$ cat config.mk
export PLATFORM = sky130hd
export DESIGN_NAME = pcsr_window
export DESIGN_NICKNAME = d
export VERILOG_FILES = /design/src/rtl/pcsr_pkg.sv /design/src/rtl/pcsr_addr_decode.sv /design/src/rtl/pcsr_ctrl_reg.sv /design/src/rtl/pcsr_reg_bank.sv /design/src/rtl/pcsr_window.sv
export SDC_FILE = /design/constraint.sdc
export NUM_CORES = 2
export LEC_CHECK = 0
export BUFFER_PORTS_ARGS = -buffer_cell sky130_fd_sc_hd__buf_4
export CORE_MARGIN = 2
export CORE_UTILIZATION = 54
export CTS_CLUSTER_SIZE = 14
export DETAILED_ROUTE_END_ITERATION = 8
export PLACE_DENSITY = 0.78
export SYNTH_ARGS = -nofsm -noshare
export SYNTH_HDL_FRONTEND = slang
export SYNTH_SLANG_ARGS = --single-unit
$ cat constraint.sdc
create_clock -name clk -period 4.2 [get_ports clk]
set_input_delay 0.21 -clock clk [delete_from_list [all_inputs] [get_ports clk]]
set_output_delay 0.21 -clock clk [all_outputs]
set_load 0.01 [all_outputs]
$ cat src/rtl/pcsr_pkg.sv
package pcsr_pkg;
    localparam int unsigned BUS_AW     = 12;
    localparam int unsigned INT_AW     = 16;
    localparam int unsigned DATA_W     = 32;
    localparam int unsigned PAGE_W     = INT_AW - 10;
    localparam int unsigned PAGE_LO_W  = 10;
    localparam int unsigned PAGE_POS   = 13;
    localparam logic [INT_AW-1:0] CTRL_OFS = 16'h0808;

    localparam int unsigned NUM_BANKS = 2;
    localparam int unsigned BANK_BASE  [NUM_BANKS] = '{32'h0000, 32'h4B80};
    localparam int unsigned BANK_WORDS [NUM_BANKS] = '{32, 16};

    typedef struct packed {
        logic [PAGE_W-1:0] page;
        logic              link_pio;
        logic              bus_pio;
    } ctrl_t;

    typedef struct packed {
        logic [INT_AW-1:0] addr;
        logic              paged;
    } xlate_t;

    function automatic logic [DATA_W-1:0] ctrl_pack(ctrl_t c);
        logic [DATA_W-1:0] w;
        w = '0;
        w[0] = c.bus_pio;
        w[1] = c.link_pio;
        w[PAGE_POS +: PAGE_W] = c.page;
        return w;
    endfunction

    function automatic ctrl_t ctrl_unpack(logic [DATA_W-1:0] w);
        ctrl_t c;
        c.bus_pio  = w[0];
        c.link_pio = w[1];
        c.page     = w[PAGE_POS +: PAGE_W];
        return c;
    endfunction
endpackage

$ cat src/rtl/pcsr_addr_decode.sv
module pcsr_addr_decode
    import pcsr_pkg::*;
(
    input  logic [BUS_AW-1:0] bus_addr,
    input  logic [PAGE_W-1:0] page,
    output xlate_t            xl
);
    always_comb begin
        xl.paged = &bus_addr[BUS_AW-1:BUS_AW-2];
        if (xl.paged)
            xl.addr = {page, bus_addr[PAGE_LO_W-1:0]};
        else
            xl.addr = {{(INT_AW-BUS_AW){1'b0}}, bus_addr};
    end
endmodule

$ cat src/rtl/pcsr_ctrl_reg.sv
module pcsr_ctrl_reg
    import pcsr_pkg::*;
(
    input  logic              clk,
    input  logic              rst,
    input  logic [INT_AW-1:0] int_addr,
    input  logic              wr_en,
    input  logic [DATA_W-1:0] wdata,
    output logic              hit,
    output logic [DATA_W-1:0] rdata,
    output ctrl_t             ctrl
);
    assign hit   = (int_addr[INT_AW-1:2] == CTRL_OFS[INT_AW-1:2]);
    assign rdata = hit ? ctrl_pack(ctrl) : '0;

    always_ff @(posedge clk) begin
        if (rst)
            ctrl <= '0;
        else if (wr_en && hit)
            ctrl <= ctrl_unpack(wdata);
    end

    // reset clears every field
    assert_ctrl_reset_R1: assert property (@(posedge clk) rst |=> (ctrl == '0));
    // fields hold when the register is not written
    assert_ctrl_hold_R7: assert property (@(posedge clk) disable iff (rst)
        !(wr_en && hit) |=> $stable(ctrl));
    // a write lands in the next cycle
    assert_ctrl_update_R6: assert property (@(posedge clk) disable iff (rst)
        (wr_en && hit) |=> (ctrl == ctrl_unpack($past(wdata))));
endmodule

$ cat src/rtl/pcsr_reg_bank.sv
module pcsr_reg_bank
    import pcsr_pkg::*;
#(
    parameter int unsigned BASE  = 0,
    parameter int unsigned WORDS = 16
) (
    input  logic              clk,
    input  logic              rst,
    input  logic [INT_AW-1:0] int_addr,
    input  logic              wr_en,
    input  logic [DATA_W-1:0] wdata,
    output logic              hit,
    output logic [DATA_W-1:0] rdata
);
    localparam int unsigned WA_W  = INT_AW - 2;
    localparam int unsigned IDX_W = (WORDS > 1) ? $clog2(WORDS) : 1;
    localparam logic [WA_W-1:0] BASE_W = WA_W'(BASE >> 2);

    logic [DATA_W-1:0] mem [WORDS];
    logic [WA_W-1:0]   rel;
    logic [IDX_W-1:0]  idx;

    assign rel   = int_addr[INT_AW-1:2] - BASE_W;
    assign hit   = (32'(rel) < WORDS);
    assign idx   = rel[IDX_W-1:0];
    assign rdata = hit ? mem[idx] : '0;

    always_ff @(posedge clk) begin
        if (rst) begin
            for (int i = 0; i < WORDS; i++) mem[i] <= '0;
        end else if (wr_en && hit) begin
            mem[idx] <= wdata;
        end
    end

    // a missed write leaves the addressed-range contents alone
    assert_bank_miss_R8: assert property (@(posedge clk) disable iff (rst)
        (wr_en && !hit) |=> $stable(mem[0]));
endmodule

$ cat src/rtl/pcsr_window.sv
module pcsr_window
    import pcsr_pkg::*;
(
    input  logic                 clk,
    input  logic                 rst,
    input  logic                 req_valid,
    input  logic                 req_write,
    input  logic [BUS_AW-1:0]    req_addr,
    input  logic [DATA_W-1:0]    req_wdata,
    output logic                 rsp_valid,
    output logic [DATA_W-1:0]    rsp_rdata,
    output logic                 bus_pio_en,
    output logic                 link_pio_en,
    output logic [PAGE_W-1:0]    page_sel
);
    ctrl_t             ctrl;
    xlate_t            xl;
    logic              wr_en;
    logic              ctrl_hit;
    logic [DATA_W-1:0] ctrl_rdata;
    logic [NUM_BANKS-1:0] bank_hit;
    logic [DATA_W-1:0] bank_rdata [NUM_BANKS];
    logic [DATA_W-1:0] rd_mux;

    assign wr_en       = req_valid && req_write;
    assign bus_pio_en  = ctrl.bus_pio;
    assign link_pio_en = ctrl.link_pio;
    assign page_sel    = ctrl.page;

    pcsr_addr_decode u_dec (
        .bus_addr (req_addr),
        .page     (ctrl.page),
        .xl       (xl)
    );

    pcsr_ctrl_reg u_ctrl (
        .clk      (clk),
        .rst      (rst),
        .int_addr (xl.addr),
        .wr_en    (wr_en),
        .wdata    (req_wdata),
        .hit      (ctrl_hit),
        .rdata    (ctrl_rdata),
        .ctrl     (ctrl)
    );

    for (genvar b = 0; b < NUM_BANKS; b++) begin : g_bank
        pcsr_reg_bank #(
            .BASE  (BANK_BASE[b]),
            .WORDS (BANK_WORDS[b])
        ) u_bank (
            .clk      (clk),
            .rst      (rst),
            .int_addr (xl.addr),
            .wr_en    (wr_en),
            .wdata    (req_wdata),
            .hit      (bank_hit[b]),
            .rdata    (bank_rdata[b])
        );
    end

    always_comb begin
        rd_mux = ctrl_rdata;
        for (int b = 0; b < NUM_BANKS; b++) rd_mux = rd_mux | bank_rdata[b];
    end

    always_ff @(posedge clk) begin
        if (rst) begin
            rsp_valid <= 1'b0;
            rsp_rdata <= '0;
        end else begin
            rsp_valid <= req_valid && !req_write;
            if (req_valid && !req_write) rsp_rdata <= rd_mux;
        end
    end

    // an internal offset selects at most one target
    assert_one_target_R5: assert property (@(posedge clk) disable iff (rst)
        $onehot0({bank_hit, ctrl_hit}));
    // paged translation carries the current page
    assert_paged_page_R3: assert property (@(posedge clk) disable iff (rst)
        (req_valid && xl.paged) |-> (xl.addr[INT_AW-1:PAGE_LO_W] == page_sel));
    // direct translation stays below 0xC00
    assert_direct_range_R4: assert property (@(posedge clk) disable iff (rst)
        (req_valid && !xl.paged) |-> (xl.addr < 16'h0C00));
    // read responses follow reads only
    assert_rsp_timing_R9: assert property (@(posedge clk) disable iff (rst)
        (req_valid && !req_write) |=> rsp_valid);
    assert_no_wr_rsp_R9: assert property (@(posedge clk) disable iff (rst)
        !(req_valid && !req_write) |=> !rsp_valid);
    // a read that hits nothing returns zero
    assert_miss_zero_R8: assert property (@(posedge clk) disable iff (rst)
        (req_valid && !req_write && !ctrl_hit && bank_hit == '0) |=> (rsp_rdata == '0));
endmodule

# Word-level counts from Yosys, hierarchy flattened

Memory sizes are Yosys's and may differ from the RTL's.
Cells that the tools add are included.

Reduce and logical (&&, ||, !) cells: 9
$add $sub $neg: 1
Bitwise gates (word level): 2
$lt $le $gt $ge: 2
Equality and inequality tests: 1
Muxes and demuxes: 18

Operators with widths:

| operator                                                               | count |
|---|---|
| 32-bit 2-to-1 mux                                                      | 4 |
| 32-bit bitwise OR                                                      | 2 |
| 32-bit OR reduction                                                    | 2 |
| 19-bit 2-to-1 mux                                                      | 1 |
| 16-bit 2-to-1 mux                                                      | 1 |
| 14-bit by 10-bit == test with 1-bit output (second input constant)     | 1 |
| 14-bit by 5-bit < comparator with 1-bit output (second input constant) | 1 |
| 14-bit by 6-bit < comparator with 1-bit output (second input constant) | 1 |
| 14-bit by 13-bit subtractor with 14-bit output (second input constant) | 1 |
| 1-bit 2-to-1 mux                                                       | 10 |
| 1-bit logical AND                                                      | 5 |
| 5-bit 2-to-1 mux                                                       | 1 |
| 4-bit 2-to-1 mux                                                       | 1 |
| 2-bit AND reduction                                                    | 1 |
| 1-bit zero test                                                        | 1 |

Output and inout port bits: 41
Memories: 2
Bits of input ports: 48
Register bits after elaboration: 41
RAM bits: 1,536

Memories:

| memory               | words | width | rd ports | clocked after memory_dff | wr ports | RTL line            | RTL |
|---|---|---|---|---|---|---|---|
| g_bank[0].u_bank.mem | 32    | 32    | 1        | 0                        | 32       | pcsr_reg_bank.sv:19 | `logic [DATA_W-1:0] mem [WORDS];` |
| g_bank[1].u_bank.mem | 16    | 32    | 1        | 0                        | 16       | pcsr_reg_bank.sv:19 |  |

# Depth between registers and ports, before layout

Depth after elaboration: 10
Mapped depth: 11
Mapped depth without buffers: 7

# Hierarchy

A second synthesis with hierarchy kept.

Cells, all modules: 4,935
Area total of the unflattened synthesis: 73,540.5 um^2

By module, submodules not included:

| module                            | times used | cells an instance | area an instance (um^2) |
|---|---|---|---|
| pcsr_reg_bank at g_bank[0].u_bank | 1          | 3,064             | 46,799.9 |
| pcsr_reg_bank at g_bank[1].u_bank | 1          | 1,600             | 24,180.7 |
| pcsr_window                       | 1          | 179               | 1,762.9 |
| pcsr_ctrl_reg                     | 1          | 73                | 661.9 |
| pcsr_addr_decode                  | 1          | 19                | 135.1 |

# Least setup slack after synthesis

No wires, ideal clock.

Path kind: register to register
From: reg u_ctrl.ctrl[4] (netlist name)
To: mem g_bank[0].u_bank.mem[9][0] (enable)
Required time: 3.825 ns
Path slack: 1.161 ns
Library setup time: 0.375 ns
Buffers on the path: 3
Stages on the path, launching flop included: 10
Arrival time: 2.664 ns
Cells stage by stage: dfxtp_1 buf_6 or4_1 o21ai_2 nand3_2 buf_6 or3_1 buf_6 nor3_4 or2_2

RTL lines:

| element          | RTL line |
|---|---|
| end: declaration | pcsr_reg_bank.sv:19 |

==> results list <==
- PD cells: about 430 nW/um^2
- Global-route wire length before repair: about 290 mm
- Global routing used between 20% and 30% of the available tracks.
- The worst hold path passes through 3 cells.
- Together, buffers and inverters on the worst path number 1.
- Synthesized area per cell: about 15 um^2
- At the end of the flow, the number of nets in the layout was approximately 4800.
- Kind of cell adding the most delay to the critical path: simple AND/OR/NAND/NOR gates
- Count of warnings emitted by yosys: 0
* Share of the yosys chip area belonging to registers: around two thirds
- Worst Hold Class: in -> reg
- RR Startpoint: u_ctrl.ctrl[4]
- RSZ-0062 raised after global routing: no
* Detailed-route vias per instance: 6.37
- The worst register-to-register path has a setup slack of ~0.48 ns.
- The worst hold path terminates at u_ctrl.ctrl[4].
- Crit path cell chain: or4_1, o21ai_2, nand3_2, or3_1, nor2_2, or2_2, buf_4
- Hold is met by between 0.05 and 0.06 ns.
* Area Growth Syn to Fin: 10.5%
* Ratio of cells with drive above 1 in the final layout: between 10% and 20%
* CTS buffer count: roughly 160
* Share of the clock period used by the worst path: about nine tenths
- After clock tree synthesis, the clock-pin slew on the worst setup and hold paths is about 0.06 ns.
- Number of max-slew violations in the final report: 0
- Number of buffers added to fix hold violations after cts: 4
- Count of filler cells inserted in the layout: 9451
* Via count: between 40000 and 50000
* Core Footprint: 132000 um^2
* Die Y-Extent: ~370 um
* Static leakage: 28.3 nW
* Max VDD drop: around 470 uV
* Clock Tree Buf Depth: 3
- The synthesized netlist occupies a cell area of a little over 70000 um^2.
* Synth Net Count: 4836
* Die Area: ~140000 um^2
- Initial antenna violation count: 12
- Min cycle time layout: about 3.7 ns
- For this run, the slowest stage of the critical path takes approximately 0.87 ns.
- After technology mapping, the gate count stands at 4787.
- # IOs: between 80 and 90
- In this run, synthesis produced a sequential element count of 1577.
- Across the run, the number of max-cap violations was 0.
* Count of final hold-check violations: 0
- The via count of the first global-routing pass was between 40000 and 50000.
- Input/output buffers: 86
- Counting cells, the worst reg-to-reg path comes to 7.
- The critical path is of the reg -> reg type.
- Highest Clock Rate: 269 MHz
- Row Count: about 130
- Critical Path Start Type: flop
- The number of setup buffers added after CTS is 0.
* Total setup violations reported at the end of the flow: 0
- Post-detailed-route DRC marker count: 0
- The critical path crosses 7 cells after its start point.
- TritonCTS built the clock tree.
- Yosys mapped a number of flops with a built-in enable equal to 1536.
* Required time at the worst-slack endpoint: approximately 4.6 ns
* CTS resizes: 0
- In the final layout, the multi-input gates occupy 23000 um^2.
- Detailed placement finished with a half-perimeter wire length of about 120 mm.
* FF-to-FF End: g_bank[0].u_bank.mem[26][24]
* Detailed-router iteration count before antenna repair: 6
- The routed design has 199 mm of wire.
- Headroom to the max-slew limit: between 20% and 30%
- Post-layout instance count excluding filler cells: 6607
- Core utilization of the finished layout: between 60 and 70%
* Overall Power: ~34 mW
- For this run, the leading register cell type out of synthesis is edfxtp_1.
- Count of unique library cells instantiated by Yosys: 60
- Maximum number of pins on one net before global-route repair: 76
* Antenna cell count: 0
- In this run the number of H-tree levels came out at 4.
* Share of synthesized flip-flops with an asynchronous set or reset: 0%
- Worst slew pin tran: 1.19 ns
- Clock tree synthesis selected as its root buffer the cell clkbuf_16.
* Library cell contributing the largest single delay on the critical path: or3_1
- Clk sinks: 1577
- Measured along the x axis, the die boundary spans ~370 um.
- Placed instance count: approximately 6300
* Worst clock skew: 0.0246 ns
- STA puts the critical path data arrival time at 4.14 ns.
* Detailed-route wire length per cell: 30.2 um
* Clock latency on the worst-skew pair: 0.81 ns
- Remaining global-route overflow: 0
- The worst setup path is captured at a flop.
* Outcome: completed
* Min-delay src: req_wdata[15]
- Post-route antenna net violation count: 0
- In the final timing run, aggregate negative setup slack is 0 ns.
- Iter 0 DRT Violations: 6242
* GPL Wtd Cong: between 0.9 and 1
- FF+latch area: about 47000 um^2
- Worst Path Max Fanout: 29
- For this configuration, the core starts out at a cell density of 54.6%.
## power breakdown
group	leakage, nW	switching (mW)	internal [mW]
Sequential	15.3	0.199	17.9
Combinational	10.6	1.66	0.850
Clock	2.40	6.02	7.56
## kinds of logic (layout without fill, tap and decap cells)
group,count (synthesis),after routing,synth area share [%]
adders and majority gates,1,1,0.0174
buffers and inverters,485,550,2.91
DFF,1577,1577,65.3
AOI/OAI and AO/OA,315,315,3.18
muxes,520,520,12.4
xor gates and xnor gates,1,1,0.0122
and+or+nand+nor,1888,1888,16.2
## per-stage QoR
stage          area, um^2  setup slack [ns]
2_1_floorplan       71900              1.16
3_3_place_gp        74600             0.730
3_5_place_dp        74600             0.688
4_1_cts             79500             0.672
5_1_grt             79500             0.462
6_report            79500             0.480
## area by class of cell
cell class | count | share of cell area [%]
tap | 1755 | 2.76
clock buffer | 193 | 5.21
clock inverter | 81 | 0.904
inverter | 4 | 0.0189
timing repair buffer | 272 | 3.09
sequential | 1577 | 59.1
multi-input combinational | 2725 | 28.9
## Yosys cell counts (30+ instances only)
| library cell | count | area, um^2 |
|---|---|---|
| mux2i_1 | 198 | 1980 |
| and2_1 | 1539 | 9630 |
| a22oi_1 | 110 | 826 |
| nand2_1 | 69 | 259 |
| nor2_1 | 77 | 289 |
| edfxtp_1 | 1536 | 46100 |
| a211oi_1 | 42 | 315 |
| buf_2 | 71 | 355 |
| dfxtp_1 | 41 | 821 |
| or2_2 | 52 | 325 |
| mux2_2 | 30 | 338 |
| clkbuf_1 | 338 | 1270 |
| a21oi_1 | 44 | 220 |
| mux4_2 | 292 | 6580 |
## worst max-delay path by stage
stage / start / endpoint / slack (ns)
2_1_floorplan: u_ctrl.ctrl[4] / g_bank[0].u_bank.mem[9][0] / 1.16
3_3_place_gp: u_ctrl.ctrl[4] / g_bank[0].u_bank.mem[14][3] / 0.73
3_5_place_dp: u_ctrl.ctrl[4] / g_bank[0].u_bank.mem[14][0] / 0.69
4_1_cts: u_ctrl.ctrl[4] / g_bank[0].u_bank.mem[14][19] / 0.67
5_1_grt: u_ctrl.ctrl[4] / g_bank[0].u_bank.mem[26][30] / 0.46
6_report: u_ctrl.ctrl[4] / g_bank[0].u_bank.mem[26][24] / 0.48
## routing by layer
metal  up-vias  global-route usage [%]  share of wire, %
li1      17400                       -                 -
met1     21400                    39.1                36
met2      2766                    45.3                46
met3       454                    8.77                14
met4        12                    12.8               4.8
met5         -                       0             0.040
## worst register-to-register path, delay by kind of cell (launching register included)
kind / cells / cell delay [ns]
compound gates: 1 / 0.21
buf+inv: 1 / 0.48
flops: 1 / 0.40
simple gates: 5 / 2.19
## state kept, by name (all words and copies together) (netlist names)
signal,cells
rsp_rdata,32
u_ctrl.ctrl,8
g_bank.u_bank.mem,1536
rsp_valid,1
## cells in the final DEF, fill, tap and decap left out, drive strengths merged, types with 2 or more instances in the layout
cell type	instances
clkbuf	193
o21ai	10
a22o	5
nand3	29
o22ai	29
mux2	30
nor2	84
nand2b	15
dlygate4sd3	4
mux4	292
o211ai	11
nand2	69
o22a	9
o221ai	2
and3	4
and3b	4
and4b	2
clkinv	63
or3	8
a22oi	110
a211oi	42
a221oi	18
and2	1539
buf	268
mux2i	198
nand3b	2
a21oi	44
or2	52
a311oi	22
nor2b	20
o2111ai	7
inv	13
dfxtp	41
bufinv	9
nor4	7
edfxtp	1536
nor3b	5
nor3	30
or4	14
(Power assumes the default switching activity.)
